**config.mk**
```make
export PLATFORM = sky130hd
export DESIGN_NAME = pix_scaler
export DESIGN_NICKNAME = d
export VERILOG_FILES = /design/src/rtl/pix_scaler.sv
export SDC_FILE = /design/constraint.sdc
export NUM_CORES = 1
export LEC_CHECK = 0
export ABC_AREA = 1
export ABC_CLOCK_PERIOD_IN_PS = 7200
export BUFFER_PORTS_ARGS = -buffer_cell sky130_fd_sc_hd__buf_2
export CORE_MARGIN = 4
export CORE_UTILIZATION = 60
export DETAILED_ROUTE_END_ITERATION = 8
export PLACE_DENSITY_LB_ADDON = 0.08
export RECOVER_POWER = 100
export SLEW_MARGIN = 20
export SYNTH_ARGS = -nofsm -noshare
export SYNTH_HDL_FRONTEND = slang
export SYNTH_SLANG_ARGS = --single-unit
```
**constraint.sdc**
```tcl
create_clock -name clk -period 7.2 [get_ports clk]
set_input_delay 1.44 -clock clk [delete_from_list [all_inputs] [get_ports clk]]
set_output_delay 1.44 -clock clk [all_outputs]
set_load 0.05 [all_outputs]
```
**src/rtl/pix_scaler.sv**
```systemverilog
module pix_scaler #(
  parameter int CFG_W    = 8,
  parameter int MAX_MN   = 127,
  parameter int MAX_DIFF = 64
) (
  input  logic             clk,
  input  logic             rst_n,
  input  logic [CFG_W-1:0] cfg_m,
  input  logic [CFG_W-1:0] cfg_n,
  input  logic             line_start,
  input  logic             in_valid,
  input  logic             in_pix,
  output logic             in_ready,
  output logic             out_valid,
  output logic             out_pix,
  input  logic             out_ready,
  output logic             cfg_err
);
  localparam int TW = CFG_W + 2;
  localparam logic [CFG_W-1:0]     MN_LIM = CFG_W'(MAX_MN);
  localparam logic signed [TW-1:0] D_LIM  = TW'(MAX_DIFF);

  logic signed [TW-1:0] m_s, n_s, diff, mag, gain, term, term_nx;
  logic shrink, hit, live, step, run;

  assign m_s    = $signed({2'b00, cfg_m});
  assign n_s    = $signed({2'b00, cfg_n});
  assign diff   = m_s - n_s;
  assign shrink = diff > 0;
  assign mag    = shrink ? diff : -diff;
  assign gain   = shrink ? n_s : m_s;

  assign cfg_err = (cfg_m == '0) || (cfg_n == '0) || (cfg_m > MN_LIM) ||
                   (cfg_n > MN_LIM) || (mag > D_LIM);

  assign hit  = ~term[TW-1];
  assign live = run & ~cfg_err & ~line_start;

  assign out_pix   = in_pix;
  assign out_valid = live & in_valid & (shrink ? hit : 1'b1);
  assign in_ready  = live & (shrink ? (~hit | out_ready) : (hit & out_ready));
  assign step      = live & in_valid & (shrink ? (~hit | out_ready) : out_ready);
  assign term_nx   = hit ? term - mag : term + gain;

  always_ff @(posedge clk) begin
    if (!rst_n) begin
      run  <= 1'b0;
      term <= '0;
    end else if (line_start) begin
      run  <= ~cfg_err;
      term <= -mag;
    end else if (step) begin
      term <= term_nx;
    end
  end
endmodule

```
==> Word-level counts from Yosys, hierarchy flattened <==
Cells that the tools add are included.
{ "totals": {"memories": 0, "word_cells": 37, "ramBits": 0, "latchBits": 0, "mem_bits_ro": 0, "reg_bits": 11} }
{ "op_classes": {"muxes": 8, "eq_ne": 0, "add_sub_neg": 5, "reduce_logical": 7, "n_shift": 0, "div": 0, "n_bitwise": 11, "mul": 0, "magnitude_cmp": 4} }
{ "ops": {"columns": ["cell", "n"], "rows": [
  ["$mux W10", 4],
  ["$gt A8 B7 Y1 const B", 2],
  ["$logic_not A8 Y1", 2],
  ["$add A10 B9 Y10", 1],
  ["$gt A10 B8 Y1 const B", 1],
  ["$neg A10 Y10", 1],
  ["$neg A9 Y10", 1],
  ["$sub A10 B10 Y10", 1],
  ["$gt A9 B1 Y1 const B", 1],
  ["$sub A8 B8 Y9", 1],
  ["$mux W8", 1],
  ["$and A1 B1 Y1", 7],
  ["$logic_or A1 B1 Y1", 4],
  ["$mux W1", 3],
  ["$not A1 Y1", 3],
  ["$reduce_bool A2 Y1", 1],
  ["$or A1 B1 Y1", 1]
]} }

==> Logic depth before layout (Yosys ltp) <==
{ "logic_depth": {"depth_word": 12, "depth_mapped": 35} }

==> Worst setup path before layout <==
OpenSTA, ideal clock, no wires.
{ "synth_timing": {"path_type": "input-to-output", "start": "input port cfg_m[0]", "end": "output port out_valid", "arrival_time_ns": 4.582, "setup_slack_ns": 1.178, "path_stages": 22, "cell_sequence": "inv_1 -> ha_1 -> inv_1 -> fa_1 -> inv_1 -> ha_1 -> inv_1 -> nor2_1 -> nand3_1 -> nor2_2 -> nand2_4 -> nand2_8 -> nand3_1 -> nand2_1 -> inv_2 -> nor2_2 -> nand2_2 -> nand2_4 -> inv_1 -> nor2_1 -> nand2_1 -> nor2_1"} }
{ "synth_via": {"elab_chain_cells": 10} }
{ "synth_rtl": {"columns": ["element", "line", "rtl"], "rows": [
  ["start, declared", "8", "input logic [CFG_W-1:0] cfg_m,"],
  ["$sub A8 B8 Y9 / $logic_not A8 Y1 (equally long branches)", "28, 33", null],
  ["$neg A9 Y10, or another cell as far along", "30", "assign mag = shrink ? diff : -diff;"],
  ["$mux W10 / $logic_or A1 B1 Y1 (equally long branches)", "30, 33", null],
  ["$gt A10 B8 Y1 / $logic_or A1 B1 Y1 (equally long branches)", "34, 33", null],
  ["$logic_or A1 B1 Y1 *", "34", "(cfg_n > MN_LIM) || (mag > D_LIM);"],
  ["via cfg_err", "17", "output logic cfg_err"],
  ["$not A1 Y1 *", "37", "assign live = run & ~cfg_err & ~line_start;"],
  ["$and A1 B1 Y1 * (2 in a row)", "37", null],
  ["$and A1 B1 Y1 * (2 in a row)", "40", "assign out_valid = live & in_valid & (shrink ? hit : 1'b1);"],
  ["end, declared", "14", "output logic out_valid,"]
]} }
The timed path passes the listed nets; every way through them passes the cells marked *.

==> Worst setup path after layout <==
{ "layout_timing": {"start": "input port cfg_m[0]", "end": "output port in_ready"} }
{ "layout_via": {"elab_chain_cells": 9} }
{ "layout_rtl": {"columns": ["element", "line", "rtl"], "rows": [
  ["$sub A8 B8 Y9 / $logic_not A8 Y1 (equally long branches)", "28, 33", null],
  ["$neg A9 Y10, or another cell as far along", "30", null],
  ["$mux W10 / $logic_or A1 B1 Y1 (equally long branches)", "30, 33", null],
  ["$gt A10 B8 Y1 / $logic_or A1 B1 Y1 (equally long branches)", "34, 33", null],
  ["$logic_or A1 B1 Y1", "34", null],
  ["$not A1 Y1", "37", null],
  ["$and A1 B1 Y1 (2 in a row)", "37", null],
  ["$and A1 B1 Y1 *", "41", "assign in_ready = live & (shrink ? (~hit | out_ready) : (hit & out_ready));"],
  ["end, declared", "13", "output logic in_ready,"]
]} }
Mark *: on every way between the ends. The rest lies on a longest branch, timed or not.

==> impl_metrics.csv <==
group,metric,value,unit
clock_network,cts_resized,0,
clock_network,clockBufferDepth,2,
hold_path,hold_path_class,"reg2reg",
floorplan,die_w,66.0,um
routing,drtIter0Drc,313,
timing,slew_violations,0,
routing,post_drt_wl_per_cell,12.3,um
timing,finalCritPeriodShare,88.3,%
critical_path,path_common_cell,"inv_1",
pwr,p_leak,1.17,nW
layout,antenna_cells,0,
layout,syn_to_final_growth,6.27,%
grt,grt_pass1_vias,2046,
timing,setup_viol_count_final,0,
critical_path,critPathArrivalTime,4.91,ns
timing,max-slew-margin-rel,55.1,%
clock_network,postCtsSetupBuffers,0,
timing,finalCriticalPeriod,6.35,ns
grt,antenna_found_initial,0,
status,status,"finished, final reports clean",
placed_design,io_buffers,23,
grt,globalRoute.totalOverflow,0,
pwr,power.density,174,nW/um^2
critical_path,cp_max_fo,9,
yosys,synth_cell_types,40,
yosys,syn_avg_cell_area,5.90,um^2
clock_network,tritoncts,"built",
placed_design,globalplace.congestion,0.881,
grt,track_usage,24.5,%
critical_path,required,5.76,ns
critical_path,worstSetupPathType,"in2out",
critical_path,end_kind,"output port",
routing,vias,2239,
clock_network,hold_buffers,0,
yosys,syn_area,2020,um^2
pwr,vdd_drop_max,0.0717,mV
critical_path,crit_buf_inv,7,
grt,grt_max_degree,26,
floorplan,rows,20,
floorplan,io-pin-count,26,
timing,fin_setup_tns,0,ns
job,max_cap_violations,0,
yosys,yosysSeqAreaShare,10.9,%
routing,dr.pass1.iters,5,
layout,drive_above_1_share,12.9,%
clock_network,clkTransAtPathRegs,0.07,ns
timing,tightest_slew,0.656,ns
critical_path,cp_top_family,"simple AND/OR/NAND/NOR gates",
routing,viasPerCell,5.50,
timing,rsz0062_at_grt,"false",
floorplan,core-area,3130,um^2
floorplan,dieArea,4350,um^2
critical_path,max_stage_delay,0.48,ns
clock_network,cts_made_buffers,3,
timing,hold_viol,0,
floorplan,start_util,64.5,%
clock_network,htreeDepth,1,
yosys,ys_seq_elements,11,
timing,finClkSkew,0.000459,ns
routing,drc_errors,0,
layout,finalNetCount,407,
clock_network,root_buffer,"clkbuf_4",
critical_path,worstPathCellList,"clkbuf_1 -> inv_1 -> ha_1 -> inv_1 -> fa_1 -> inv_1 -> ha_1 -> inv_1 -> nor2_1 -> nand3_1 -> nor2_1 -> nand2_4 -> nand2_1 -> o21ai_2 -> o21bai_1 -> nand2_2 -> nand2_4 -> inv_1 -> nor2_1 -> and3_1 -> clkbuf_1",
timing,fin_ws,0.846,ns
critical_path,cp_slowest_cell,"clkbuf_1",
routing,wirelength,5.02,mm
routing,route.antenna.remaining_nets,0,
yosys,yosysWarningCount,0,
clock_network,clkSinkCount,11,
layout,final_util,68.5,%
yosys,synthCells,342,
floorplan,die_h,66.0,um
critical_path,cp-start-kind,"input port",
clock_network,insertion_delay,0.27,ns
placed_design,pre_cts_slack,1.31,ns
yosys,synth_nets,385,
timing,max_freq,157,MHz
placed_design,dp_hpwl,4.14,mm
grt,grt_pass1_wl,8.70,mm
Yosys cell counts, drive strengths merged:
library cell,instances,area share [%]
a2111oi,1,0.43
a21oi,25,6.4
a22oi,6,2.2
a31oi,1,0.31
and3,1,0.31
buf,2,0.93
clkbuf,4,0.74
clkinv,1,0.19
dfxtp,11,11
fa,2,2.0
ha,19,12
inv,54,10
nand2,99,21
nand3,36,9.2
nand4,6,2.9
nor2,30,6.3
nor3,3,0.74
nor4,2,0.62
o21ai,20,5.3
o21bai,3,1.3
o22ai,2,0.62
or2,3,0.93
or3,1,0.31
xnor2,2,0.87
xor2,8,3.8
registers in the layout (all words and copies together), names as in the netlist:
name / flops
run: 1
term: 10
layout by cell type (no fill, tap or decap), types with 3 or more instances in the layout:
master	Yosys	final
inv_2	6	6
clkbuf_1	4	5
inv_1	48	48
nor2_2	6	4
nand4_1	4	4
nand2_2	6	5
a21oi_1	24	24
xor2_1	7	7
nand2_1	90	92
buf_2	0	19
clkbuf_4	0	3
nor2_1	24	26
o21bai_1	2	3
dfxtp_1	11	11
nand3_1	35	35
o21ai_0	17	18
a22oi_1	6	6
nor3_1	3	3
ha_1	19	19
final timing paths:
check,startpoint,endpoint,slack (ns),cells past startpoint
max,cfg_m[0],in_ready,0.85,21
min,term[2],term[2],0.49,2
max reg2reg,term[9],term[8],3.59,23
min reg2reg,term[2],term[2],0.49,2
area by class of cell:
type | instances | area (um^2)
clock buffers | 4 | 26.3
fillers | 302 | 985
inverters | 55 | 206
multi-input cells | 270 | 1530
flip-flops and latches | 11 | 220
well taps | 44 | 55.1
repair buffers | 23 | 110
worst reg2reg max path: cells and delay by family, from the launching register on:
family	cells	cell delay, ns
simple gates	11	1.20
fa+ha+maj	2	0.61
compound gates	6	0.82
buf+inv	4	0.39
flops	1	0.51
power by group:
| group | switching (W) | internal (W) | leakage [nW] | total (W) |
|---|---|---|---|---|
| clock | 0.0000222 | 0.0000214 | 0.0150 | 0.0000436 |
| combinational | 0.000163 | 0.0000913 | 1.07 | 0.000255 |
| sequential | 0.00000653 | 0.0000689 | 0.0906 | 0.0000754 |
| total | 0.000192 | 0.000182 | 1.17 | 0.000374 |
layer usage:
metal	GRT usage (%)	share of wire (%)
met5	0	0
met2	46.8	48
met3	0.850	4.7
met4	4.57	1.2
met1	30.2	46
through the flow:
| stage | instances | hold WS [ns] | total power (W) | cell area [um^2] |
|---|---|---|---|---|
| 6_report | 407 | 0.491 | 0.000374 | 2140 |
| 5_1_grt | 407 | 0.521 | 0.000415 | 2140 |
| 4_1_cts | 407 | 0.497 | 0.000375 | 2180 |
| 3_5_place_dp | 403 | 0.485 | 0.000331 | 2150 |
| 3_3_place_gp | 403 | 0.478 | 0.000325 | 2150 |
| 2_1_floorplan | 342 | 0.460 | 0.000281 | 2020 |
cell families (layout without fill, tap and decap cells):
kind of cell,after synthesis,count (layout),synth area share (%)
buffers and inverters,61,82,11.9
AOI/OAI and AO/OA,58,58,16.6
adders and majority gates,21,21,13.8
and+or+nand+nor,181,181,42.1
xor gates and xnor gates,10,10,4.72
DFF,11,11,10.9
Power figures use the tool's default switching activity.
